**config.mk**
```make
export PLATFORM = sky130hd
export DESIGN_NAME = interleaved_pwm_pair
export DESIGN_NICKNAME = d
export VERILOG_FILES = /design/src/rtl/ipwm_pkg.sv /design/src/rtl/ipwm_period_cnt.sv /design/src/rtl/ipwm_duty_hold.sv /design/src/rtl/ipwm_phase_cmp.sv /design/src/rtl/interleaved_pwm_pair.sv
export SDC_FILE = /design/constraint.sdc
export NUM_CORES = 1
export LEC_CHECK = 0
export BUFFER_PORTS_ARGS = -buffer_cell sky130_fd_sc_hd__buf_2
export CAP_MARGIN = 15
export CORE_UTILIZATION = 40
export CTS_BUF_LIST = sky130_fd_sc_hd__clkbuf_8
export DETAILED_ROUTE_END_ITERATION = 10
export PLACE_DENSITY = 0.67
export SLEW_MARGIN = 20
export SYNTH_ARGS = -nofsm -noshare
export SYNTH_HDL_FRONTEND = slang
export SYNTH_HIERARCHICAL = 1
export SYNTH_SLANG_ARGS = --single-unit
```
**constraint.sdc**
```tcl
create_clock -name clk -period 1.25 [get_ports clk]
set_input_delay 0.25 -clock clk [delete_from_list [all_inputs] [get_ports clk]]
set_output_delay 0.25 -clock clk [all_outputs]
set_load 0.05 [all_outputs]
```
**src/rtl/ipwm_pkg.sv**
```systemverilog
package ipwm_pkg;
  // Number of interleaved phases produced from the shared counter.
  localparam int unsigned NUM_PHASES = 2;

  // Counter offset for phase index idx: the phases are spread evenly over the period.
  function automatic int unsigned phase_offset(input int unsigned idx, input int unsigned cnt_w);
    phase_offset = (idx << cnt_w) / NUM_PHASES;
  endfunction
endpackage

```
**src/rtl/ipwm_period_cnt.sv**
```systemverilog
module ipwm_period_cnt #(
  parameter int unsigned CNT_W = 6
) (
  input  logic             clk,
  input  logic             rst,
  output logic [CNT_W-1:0] cnt_o,
  output logic             wrap_o,
  output logic             start_o
);
  localparam logic [CNT_W-1:0] LAST_POS = '1;

  logic [CNT_W-1:0] cnt_q;
  logic             start_q;

  always_ff @(posedge clk) begin
    if (rst) begin
      cnt_q   <= '0;
      start_q <= 1'b0;
    end else begin
      cnt_q   <= cnt_q + 1'b1;
      start_q <= (cnt_q == '0);
    end
  end

  assign cnt_o   = cnt_q;
  assign wrap_o  = (cnt_q == LAST_POS);
  assign start_o = start_q;


  cnt_wrap_chk: assert property (@(posedge clk) disable iff (rst)
    (cnt_q == LAST_POS) |=> (cnt_q == '0));


  start_single_chk: assert property (@(posedge clk) disable iff (rst)
    start_q |=> !start_q);
endmodule

```
**src/rtl/ipwm_duty_hold.sv**
```systemverilog
module ipwm_duty_hold #(
  parameter int unsigned DUTY_W = 7
) (
  input  logic              clk,
  input  logic              rst,
  input  logic              wrap_i,
  input  logic [DUTY_W-1:0] duty_i,
  output logic [DUTY_W-1:0] act_o
);
  logic [DUTY_W-1:0] act_q;

  always_ff @(posedge clk) begin
    if (rst)         act_q <= '0;
    else if (wrap_i) act_q <= duty_i;
  end

  assign act_o = act_q;


  duty_hold_chk: assert property (@(posedge clk) disable iff (rst)
    !wrap_i |=> $stable(act_q));
endmodule

```
**src/rtl/ipwm_phase_cmp.sv**
```systemverilog
module ipwm_phase_cmp #(
  parameter int unsigned CNT_W  = 6,
  parameter int unsigned OFFSET = 0
) (
  input  logic             clk,
  input  logic             rst,
  input  logic [CNT_W-1:0] cnt_i,
  input  logic [CNT_W:0]   act_i,
  output logic             ph_o
);
  localparam logic [CNT_W-1:0] OFF_W = OFFSET[CNT_W-1:0];

  logic [CNT_W-1:0] pos;
  logic             ph_q;

  assign pos = cnt_i + OFF_W;

  always_ff @(posedge clk) begin
    if (rst) ph_q <= 1'b0;
    else     ph_q <= ({1'b0, pos} < act_i);
  end

  assign ph_o = ph_q;


  zero_duty_low_chk: assert property (@(posedge clk) disable iff (rst)
    (act_i == '0) |=> !ph_q);
endmodule

```
**src/rtl/interleaved_pwm_pair.sv**
```systemverilog
module interleaved_pwm_pair #(
  parameter int unsigned CNT_W = 6
) (
  input  logic           clk,
  input  logic           rst,
  input  logic [CNT_W:0] duty_code,
  output logic           phase_a,
  output logic           phase_b,
  output logic           period_start
);
  localparam int unsigned DUTY_W = CNT_W + 1;
  localparam logic [DUTY_W-1:0] HALF = DUTY_W'(1 << (CNT_W - 1));

  logic [CNT_W-1:0]  cnt_w;
  logic              wrap_w;
  logic [DUTY_W-1:0] act_w;
  logic [ipwm_pkg::NUM_PHASES-1:0] ph_w;

  ipwm_period_cnt #(.CNT_W(CNT_W)) i_cnt (
    .clk(clk), .rst(rst), .cnt_o(cnt_w), .wrap_o(wrap_w), .start_o(period_start)
  );

  ipwm_duty_hold #(.DUTY_W(DUTY_W)) i_duty (
    .clk(clk), .rst(rst), .wrap_i(wrap_w), .duty_i(duty_code), .act_o(act_w)
  );

  for (genvar g = 0; g < ipwm_pkg::NUM_PHASES; g++) begin : g_phase
    ipwm_phase_cmp #(
      .CNT_W (CNT_W),
      .OFFSET(ipwm_pkg::phase_offset(g, CNT_W))
    ) i_cmp (
      .clk(clk), .rst(rst), .cnt_i(cnt_w), .act_i(act_w), .ph_o(ph_w[g])
    );
  end

  assign phase_a = ph_w[0];
  assign phase_b = ph_w[1];


  low_duty_disjoint_chk: assert property (@(posedge clk) disable iff (rst)
    ($past(act_w) < HALF) |-> !(phase_a && phase_b));


  high_duty_cover_chk: assert property (@(posedge clk) disable iff (rst)
    ($past(act_w) > HALF && !$past(rst)) |-> (phase_a || phase_b));


  half_duty_one_chk: assert property (@(posedge clk) disable iff (rst)
    ($past(act_w) == HALF && !$past(rst)) |-> $onehot({phase_a, phase_b}));
endmodule

```
==> impl_results.md, run 1 <==
* Final Skew at 0.00400 ns
* Mapped Nets at 113
* Commonest non-fill, non-tap cells in the layout: buf_4 (12), nor2_1 (11), buf_2 (11)
* Gr busiest metal: met2
* DRC at 0
* Post-Route Utilization at 59.4%
* H-tree depth at 1
* Share of cells above drive strength 1 at 43.2%
* Final net count at 141
* Cell Area, Synth at 853 um2
* Input/output buffers at 11
* Worst Max-Slew Pin Slew at 0.265 ns
* Sequential share of the synthesized area at 37.5%
* Failing checks: setup timing
* Power Density at 894 mW/mm2
* Status: finished, violations left
* Initial DRC count at 5
* CTS sink count at 16
* Min-delay src: duty_code[1]
* # rows at 16
* Worst-path clk slew at 0.06 ns
* Ant diodes at 0
* Pins Over Slew Limit at 0
* Largest net degree at the start of global routing at 10
* Via count at 696
* GR Util met2 at 31.7%
* Root Buffer: clkbuf_8
* Total CTS buffers at 3
* Post-synthesis register bit count at 16
* Die width at 48.2 um
* Latest clock arrival within the worst-skew pair at 0.24 ns
* LEAKAGE at 0.000482 uW
* Drt via density at 4.80
* Worst setup margin at -0.0749 ns
* Final ANT Viol Nets at 0
* Drt wl/cell at 12.5 um
* CTS Buffer Depth at 2
* Maximum VDD drop at 0.000597 V
* Hold buffer count at cts at 0
* Final hold vios at 0
* Global-route usage over all layers at 17.5%
* Synth Warn # at 6
* RSZ-0062 raised after global routing: yes
* CP startpoint kind: flip-flop
* Die ar. at 0.00232 mm2
* Global-route wire length before repair at 2.72 mm
* Die Ht at 48.2 um
* Setup Viol. Count Final at 8
* Area grow syn2layout at 38.0%
* Met3 usage at 3.33%
* Worst Path Max Fanout at 3
* Worst min path class: in2reg
* Dpl hpwl at 1.21 mm
* Initial antenna violation count at 0
* F_max at 0.755 GHz
* Crit path kind: reg2reg
* Fillcell total at 178
* Post-placement setup slack at -0.110 ns
* Crit share post-route at 106%
* Most common cell after layout, fill and taps aside: buf_4
* Avg Cell Area, Syn at 9.28 um2
* CTS tree: yes
* Max cap viols at 0
* Starting Density at 43.1%
* Arrival @ worst endpoint at 1.50 ns
* R2r startpoint: i_duty/act_o[4]$_SDFFE_PP0P_
* IO Pins at 12
* Met1 Use GR at 20.6%
* Crit. End Element: flip-flop
* Vias in the first global route at 645
* DRT Pass-1 Iters at 4
* Max_slew headroom at 82.2%
* Final Routed Wirelength at 1.81 mm
* Grt ovf at 0
* GPL Wtd Cong at 0.738
* Crit path required time at 1.42 ns
* Final min period at 1.32 ns
* Launch point of the worst path: i_duty/act_o[4]$_SDFFE_PP0P_
* Mapped Cells at 92
* Core ar. at 0.00198 mm2
* Cell variety after synth at 21
metrics by stage:
step | instance area (um2) | hold WS (ns) | total power [uW] | TNS (ns) | cells
6_report | 1180 | 0.242 | 1050 | -0.196 | 145
5_1_grt | 1180 | 0.238 | 1110 | -0.988 | 145
3_5_place_dp | 1010 | 0.436 | 672 | -0.429 | 138
2_1_floorplan | 862 | 0.309 | 619 | -0.0844 | 92
4_1_cts | 1160 | 0.241 | 1060 | -0.121 | 145
3_3_place_gp | 1010 | 0.420 | 666 | -0.247 | 138
cell type report:
class / count / area (um2) / area share, %
well taps: 27 / 33.8 / 2.87
multi-input cells: 60 / 549 / 46.7
clock buffers: 3 / 41.3 / 3.51
inverters: 15 / 58.8 / 4.99
repair buffers: 24 / 156 / 13.3
flip-flops and latches: 16 / 338 / 28.7
cell usage after synthesis:
cell type | instances | share of area, %
dfxtp_1 | 16 | 38
inv_1 | 15 | 6.6
ha_1 | 12 | 18
nor2_1 | 12 | 5.3
mux2i_1 | 7 | 8.2
a21oi_1 | 3 | 1.8
nand2_1 | 3 | 1.3
nor2b_1 | 3 | 2.2
o21ai_0 | 3 | 1.8
a21o_1 | 2 | 1.8
a221o_1 | 2 | 2.3
a41oi_1 | 2 | 2.1
and2b_1 | 2 | 1.8
nand3_1 | 2 | 1.2
xor2_1 | 2 | 2.1
buf_6 | 1 | 1.3
nand3_2 | 1 | 1.2
nor3_2 | 1 | 1.2
or3_1 | 1 | 0.73
or4b_1 | 1 | 1.2
xnor2_1 | 1 | 1.0
power by group:
group | switching, uW | internal, uW | leakage (uW)
Combinational | 76.7 | 64.3 | 0.000326
Sequential | 13.7 | 522 | 0.000134
Clock | 163 | 213 | 0.0000216
Total | 253 | 799 | 0.000482
state kept, by name, indices dropped and copies added (netlist names):
signal and count:
i_duty/act_o 7, i_cnt/cnt_o 6, i_cnt/start_o 1, g_phase.i_cmp/ph_o 2
metal layers:
layer / share of wire (%) / vias to the layer above / wire [um]
li1: - / 360 / -
met2: 53 / 11 / 962
met3: 2.3 / 2 / 41
met5: 0 / - / 0
met4: 0.39 / 0 / 7
met1: 44 / 323 / 799
worst max-delay path, cell delays in order (launching register included):
cell	delay, ns
dfxtp_2	0.35
inv_2	0.05
ha_4	0.23
a21o_1	0.17
a221o_1	0.32
a41oi_2	0.14
final timing paths:
path / cells after the start / end / slack (ns)
hold / removal: 3 / i_duty/act_o[1]$_SDFFE_PP0P_ / 0.24
hold reg to reg: 2 / i_duty/act_o[0]$_SDFFE_PP0P_ / 0.51
setup / recovery: 5 / g_phase[1].i_cmp/ph_o$_SDFF_PP0_ / -0.07
setup reg to reg: 5 / g_phase[1].i_cmp/ph_o$_SDFF_PP0_ / -0.07
what timing repair did:
| action | CTS | global route |
|---|---|---|
| resized for setup | 15 | 9 |
| setup endpoints to repair | 9 | 11 |
| pin swaps | 6 | 4 |
| buffers inserted | 4 | 0 |
| gates cloned | 0 | 0 |
cells by family (layout without fill, tap and decap cells):
logic type               Yosys count  after routing  synth area share (%)
AND/OR/NAND/NOR                   26             26                  16.0
buffers and inverters             16             42                  7.92
multiplexers                       7              7                  8.21
AO/OA/AOI/OAI                     12             12                  9.68
flip-flops                        16             16                  37.5
adder cells (fa/ha/maj)           12             12                  17.6
XOR/XNOR                           3              3                  3.08
Note: power is estimated with default switching activity, not from simulation.
==> run 2, diff against run 1 <==
SKIP_CTS_REPAIR_TIMING = 1   (was unset)
==> run 2 against run 1 <==
  * The flow still finishes with violations (setup timing)
  * Clock power shrank 1%
  * Combinational power down 9%
  * Wire length decreased by 1.0%
  * First-iteration DRC count is 20% higher
  * Clock skew down 0.0023 ns
  * Count of clock-buffer cells in the layout did not move
  * Non-clock buffer count decreased by 3
  * Flip-flop and latch count unchanged
==> impl_results.md, run 2 (same netlist as run 1, synthesis figures left out) <==
* H-tree depth at 1 (unchanged)
* Root Buffer: clkbuf_8
* Global-route usage over all layers at 14.0% (-3.4 points)
* Fin cells at 142 (-2.1%)
* DRC at 0 (unchanged)
* Drt via density at 4.78 (-0.38%)
* Die Ht at 48.2 um (unchanged)
* Max_slew headroom at 74.6% (-7.7 points)
* Crit. End Element: flip-flop
* Largest net degree at the start of global routing at 10 (unchanged)
* IO Pins at 12 (unchanged)
* Reg2Reg Depth at 5 (unchanged)
* Crit share post-route at 107% (+1.3 points)
* Worst-path clk slew at 0.06 ns (about the same)
* Power Density at 895 mW/mm2 (+0.14%)
* Power share of the combinational group at 12.4% (-1.0 points)
* Clock Power Share at 35.8% (about the same)
* Global-route wire length before repair at 2.22 mm (-18%)
* Die ar. at 0.00232 mm2 (unchanged)
* Crit path kind: reg2reg
* Pint at 791 uW (-1.1%)
* Drt wl/cell at 12.6 um (+1.0%)
* Dpl hpwl at 1.21 mm (unchanged)
* Pins Over Slew Limit at 0 (unchanged)
* LEAKAGE at 0.000465 uW (-3.6%)
* CP top delay family: compound AO/OA/AOI/OAI gates
* Max cap viols at 0 (unchanged)
* Via count at 679 (-2.4%)
* Final Routed Wirelength at 1.79 mm (-1.0%)
* Max reg flops at 7 (unchanged)
* Worst setup margin at -0.0907 ns (-0.0158 ns)
* Vias in the first global route at 581 (-9.9%)
* Crit path buf inv count at 1 (unchanged)
* Share of cells above drive strength 1 at 40.9% (-2.4 points)
* Placed inst area at 0.00101 mm2 (unchanged)
* Commonest non-fill, non-tap cells in the layout: inv_1 (12), nor2_1 (11), buf_2 (11)
* DRT Pass-1 Iters at 4 (unchanged)
* Failing checks: setup timing
* Multi-input logic area at 557 um2 (+1.4%)
* CTS sink count at 16 (unchanged)
* Post-Route Utilization at 58.6% (-0.82 points)
* Worst Path Max Fanout at 3 (unchanged)
* FF+latch area at 339 um2 (+0.37%)
* Worst Hold Depth at 3 (unchanged)
* Die width at 48.2 um (unchanged)
* # rows at 16 (unchanged)
* Setup Viol. Count Final at 2 (-6)
* Final Skew at 0.00169 ns (-0.00231 ns)
* Core ar. at 0.00198 mm2 (unchanged)
* F_max at 0.746 GHz (-1.2%)
* Total CTS buffers at 3 (unchanged)
* Sequential share of power at 51.8% (+0.9 points)
* Crit-path slowest cell: dfxtp_2
* Initial DRC count at 6 (+1)
* Overall power at 1040 uW (-1.2%)
* Final hold vios at 0 (unchanged)
* RSZ-0062 raised after global routing: yes
* Fin Hold WS at 0.243 ns (+0.000684 ns)
* Worst path depth at 5 (unchanged)
* Input/output buffers at 11 (unchanged)
* P_sw at 249 uW (-1.8%)
* Crit path largest cell delay at 0.36 ns (about the same)
* Status: finished, violations left
* Final net count at 138 (-2.1%)
* Crit path required time at 1.42 ns (about the same)
* Final ANT Viol Nets at 0 (unchanged)
* Arrival @ worst endpoint at 1.51 ns (about the same)
* Fillcell total at 174 (-2.2%)
* Final instance area at 0.00116 mm2 (-1.4%)
* Ant diodes at 0 (unchanged)
* Initial antenna violation count at 0 (unchanged)
* CP startpoint kind: flip-flop
* Grt ovf at 0 (unchanged)
* Placed insts at 138 (unchanged)
* Starting Density at 43.1% (unchanged)
* CTS Buffer Depth at 2 (unchanged)
* Final min period at 1.34 ns (+0.0158 ns)
* Most common cell after layout, fill and taps aside: inv_1
* Latest clock arrival within the worst-skew pair at 0.24 ns (about the same)
* CTS tree: yes
* Switching Share at 23.9% (-0.14 points)
* Worst min path class: in2reg
* Worst Max-Slew Pin Slew at 0.378 ns (+0.113 ns)
* Area grow syn2layout at 36.1%
* Maximum VDD drop at 0.000611 V (+2.4%)
* GPL Wtd Cong at 0.738 (unchanged)
* Cell breakdown of the critical path: inv_2, ha_4, and2b_1, a221o_1, a41oi_2
## run 2: final timing paths
path | start | slack, ns | end
worst min-delay path | duty_code[1] | 0.24 | i_duty/act_o[1]$_SDFFE_PP0P_
worst min register to register | i_cnt/cnt_o[0]$_SDFF_PP0_ | 0.45 | i_cnt/cnt_o[0]$_SDFF_PP0_
worst max register to register | i_duty/act_o[5]$_SDFFE_PP0P_ | -0.09 | g_phase[1].i_cmp/ph_o$_SDFF_PP0_
worst max-delay path | i_duty/act_o[5]$_SDFFE_PP0P_ | -0.09 | g_phase[1].i_cmp/ph_o$_SDFF_PP0_
## run 2: worst min-delay path, cell delays in order
cell and delay (ns):
buf_2 0.07, mux2i_1 0.06, nor2_1 0.07
## run 2: final cells by class
| class | count | share of cell area (%) |
|---|---|---|
| clock buffer | 3 | 3.56 |
| inverter | 15 | 4.85 |
| multi-input combinational | 60 | 48.0 |
| sequential | 16 | 29.2 |
| tap | 27 | 2.91 |
| timing repair buffer | 21 | 11.5 |
## run 2: through the flow
stage | worst slack, ns | TNS (ns)
final | -0.0907 | -0.176
after global routing | -0.157 | -0.688
after global placement | -0.0645 | -0.247
after floorplan | -0.0436 | -0.0844
after detailed placement | -0.110 | -0.429
after CTS | -0.119 | -0.503
## run 2: per-layer routing
layer / global-route usage, % / vias to the layer above / share of wire (%)
met1: 17.7 / 316 / 46
met4: 5.00 / 0 / 0.39
met5: 0 / - / 0
li1: - / 353 / -
met2: 23.2 / 8 / 52
met3: 3.33 / 2 / 1.9
## run 2: power by group through the flow
stage          Combinational, uW  Clock (uW)  Sequential (uW)
2_1_floorplan               45.8           0              573
4_1_cts                      121         383              540
3_5_place_dp                 120           0              552
6_report                     129         372              539
5_1_grt                      142         414              541
3_3_place_gp                 116           0              550
==> run 3, diff against run 2 <==
CORE_ASPECT_RATIO = 1.5   (was unset)
CTS_CLUSTER_DIAMETER = 100   (was unset)
PLACE_DENSITY = unset   (was 0.67)
PLACE_DENSITY_LB_ADDON = 0.08   (was unset)
==> run 3 against run 2 <==
  * The flow finishes with violations (DRC, setup timing)
  * Combinational power rose by 12%
  * Clock power grew 4%
  * Worst setup slack gained 0.013 ns
  * Count of clock-buffer cells in the layout unchanged
  * Via count grew 4.4%
  * Sequential power hardly changed
  * Wire length decreased by 2.1%
  * Hold slack got worse by 0.0094 ns
  * Flip-flop and latch count did not move
  * Non-clock buffer count up 6
  * Critical path type unchanged
  * Largest cell class unchanged
  * Highest routed layer unchanged
==> impl_results.md, run 3 (same netlist as run 1, synthesis figures left out) <==
* Status: finished, violations left
* Failing checks: DRC, setup timing
* Starting Density at 42.1% (-0.96 points)
* Max cap viols at 0 (unchanged)
* CTS Buffer Depth at 2 (unchanged)
* Global-route wire length before repair at 2.55 mm (+15%)
* F_max at 0.753 GHz (+0.98%)
* Power Density at 884 mW/mm2 (-1.2%)
* CTS sink count at 16 (unchanged)
* Placed inst area at 0.00102 mm2 (+0.87%)
* Post-Route Utilization at 59.7% (+1.1 points)
* Worst Path Max Fanout at 3 (unchanged)
* Worst-path clk slew at 0.06 ns (about the same)
* Final ANT Viol Nets at 0 (unchanged)
* Ant diodes at 0 (unchanged)
* Dpl hpwl at 1.24 mm (+2.6%)
* Share of cells above drive strength 1 at 45.5% (+4.6 points)
* Crit share post-route at 106% (-1.0 points)
* Worst min path class: in2reg
* CP startpoint kind: flip-flop
* Worst setup margin at -0.0776 ns (+0.0131 ns)
* DRT Pass-1 Iters at 6 (+2)
* Post-placement setup slack at -0.112 ns (-0.00203 ns)
* Largest net degree at the start of global routing at 9 (-1)
* Worst Hold Depth at 3 (unchanged)
* Final Skew at 0.00466 ns (+0.00296 ns)
* IO Pins at 12 (unchanged)
* Die ar. at 0.00233 mm2 (+0.17%)
* Final net count at 144 (+4.3%)
* Final hold vios at 0 (unchanged)
* Grt ovf at 0 (unchanged)
* Setup tns final at -0.202 ns (-0.0254 ns)
* Initial DRC count at 9 (+3)
* Maximum VDD drop at 0.000515 V (-16%)
* Input/output buffers at 11 (unchanged)
* Placed insts at 135 (-2.2%)
* Reg2Reg Depth at 5 (unchanged)
* Total CTS buffers at 3 (unchanged)
* Drt wl/cell at 12.3 um (-2.8%)
* Crit path required time at 1.43 ns (about the same)
* Max reg flops at 7 (unchanged)
* Root Buffer: clkbuf_8
* Final instance area at 0.00121 mm2 (+4.2%)
* Most common cell after layout, fill and taps aside: buf_4
* Arrival @ worst endpoint at 1.51 ns (about the same)
* CTS tree: yes
* RSZ-0062 raised after global routing: yes
* # rows at 20 (+4)
* Initial antenna violation count at 0 (unchanged)
* Via count at 709 (+4.4%)
* Commonest non-fill, non-tap cells in the layout: buf_4 (14), nor2_1 (11), buf_2 (11)
* Crit path kind: reg2reg
* Die Ht at 58.6 um (+22%)
* LEAKAGE at 0.000491 uW (+5.6%)
* Vias in the first global route at 652 (+12%)
* Global-route usage over all layers at 16.4% (+2.4 points)
* DRC at 1 (+1)
* Drt via density at 4.96 (+3.7%)
* Fin cells at 143 (+0.70%)
* Core ar. at 0.00203 mm2 (+2.3%)
* Final Routed Wirelength at 1.75 mm (-2.1%)
* GPL Wtd Cong at 0.725 (-1.7%)
* Final min period at 1.33 ns (-0.0131 ns)
* Area grow syn2layout at 41.8%
* Latest clock arrival within the worst-skew pair at 0.25 ns (about the same)
* Worst Max-Slew Pin Slew at 0.298 ns (-0.0796 ns)
* Die width at 39.7 um (-18%)
* Max_slew headroom at 79.9% (+5.4 points)
* Pins Over Slew Limit at 0 (unchanged)
* Setup Viol. Count Final at 4 (+2)
* Crit. End Element: flip-flop
* H-tree depth at 1 (unchanged)
[run 3: critical path, stage by stage, from the launching register on]
cell and delay [ns]:
dfxtp_2 0.35, inv_2 0.05, ha_4 0.20, and2b_1 0.16, a221o_1 0.34, a41oi_2 0.16
[run 3: metal layers]
metal | part of all wire, % | GRT usage, % | vias up
li1 | - | - | 367
met1 | 41 | 15.4 | 328
met2 | 54 | 29.7 | 9
met3 | 1.7 | 2.26 | 5
met4 | 2.9 | 11.8 | 0
met5 | 0 | 0 | -
[run 3: where the power goes]
group | leakage [uW] | internal, uW | switching [uW] | total (uW)
logic | 0.000335 | 70.7 | 74.2 | 145
registers | 0.000134 | 520 | 17.6 | 538
clock network | 0.0000216 | 214 | 173 | 387
[run 3: final cells by class]
type	instances	area, um2
fill	187	817
tap	22	27.5
inverter	15	56.3
clock buffer	3	41.3
timing repair buffer	27	183
multi-input combinational	60	561
sequential	16	342
[run 3: metrics by stage]
step,hold WS [ns],total power [uW]
4_1_cts,0.230,1070
3_5_place_dp,0.492,675
5_1_grt,0.239,1120
3_3_place_gp,0.485,672
2_1_floorplan,0.309,619
6_report,0.234,1070
[run 3: path summary, 6_finish.rpt]
path | start | slack [ns] | endpoint
worst min-delay path | duty_code[4] | 0.23 | i_duty/act_o[4]$_SDFFE_PP0P_
worst max register to register | i_duty/act_o[5]$_SDFFE_PP0P_ | -0.08 | g_phase[0].i_cmp/ph_o$_SDFF_PP0_
worst max-delay path | i_duty/act_o[5]$_SDFFE_PP0P_ | -0.08 | g_phase[0].i_cmp/ph_o$_SDFF_PP0_
worst min register to register | i_duty/act_o[0]$_SDFFE_PP0P_ | 0.50 | i_duty/act_o[0]$_SDFFE_PP0P_
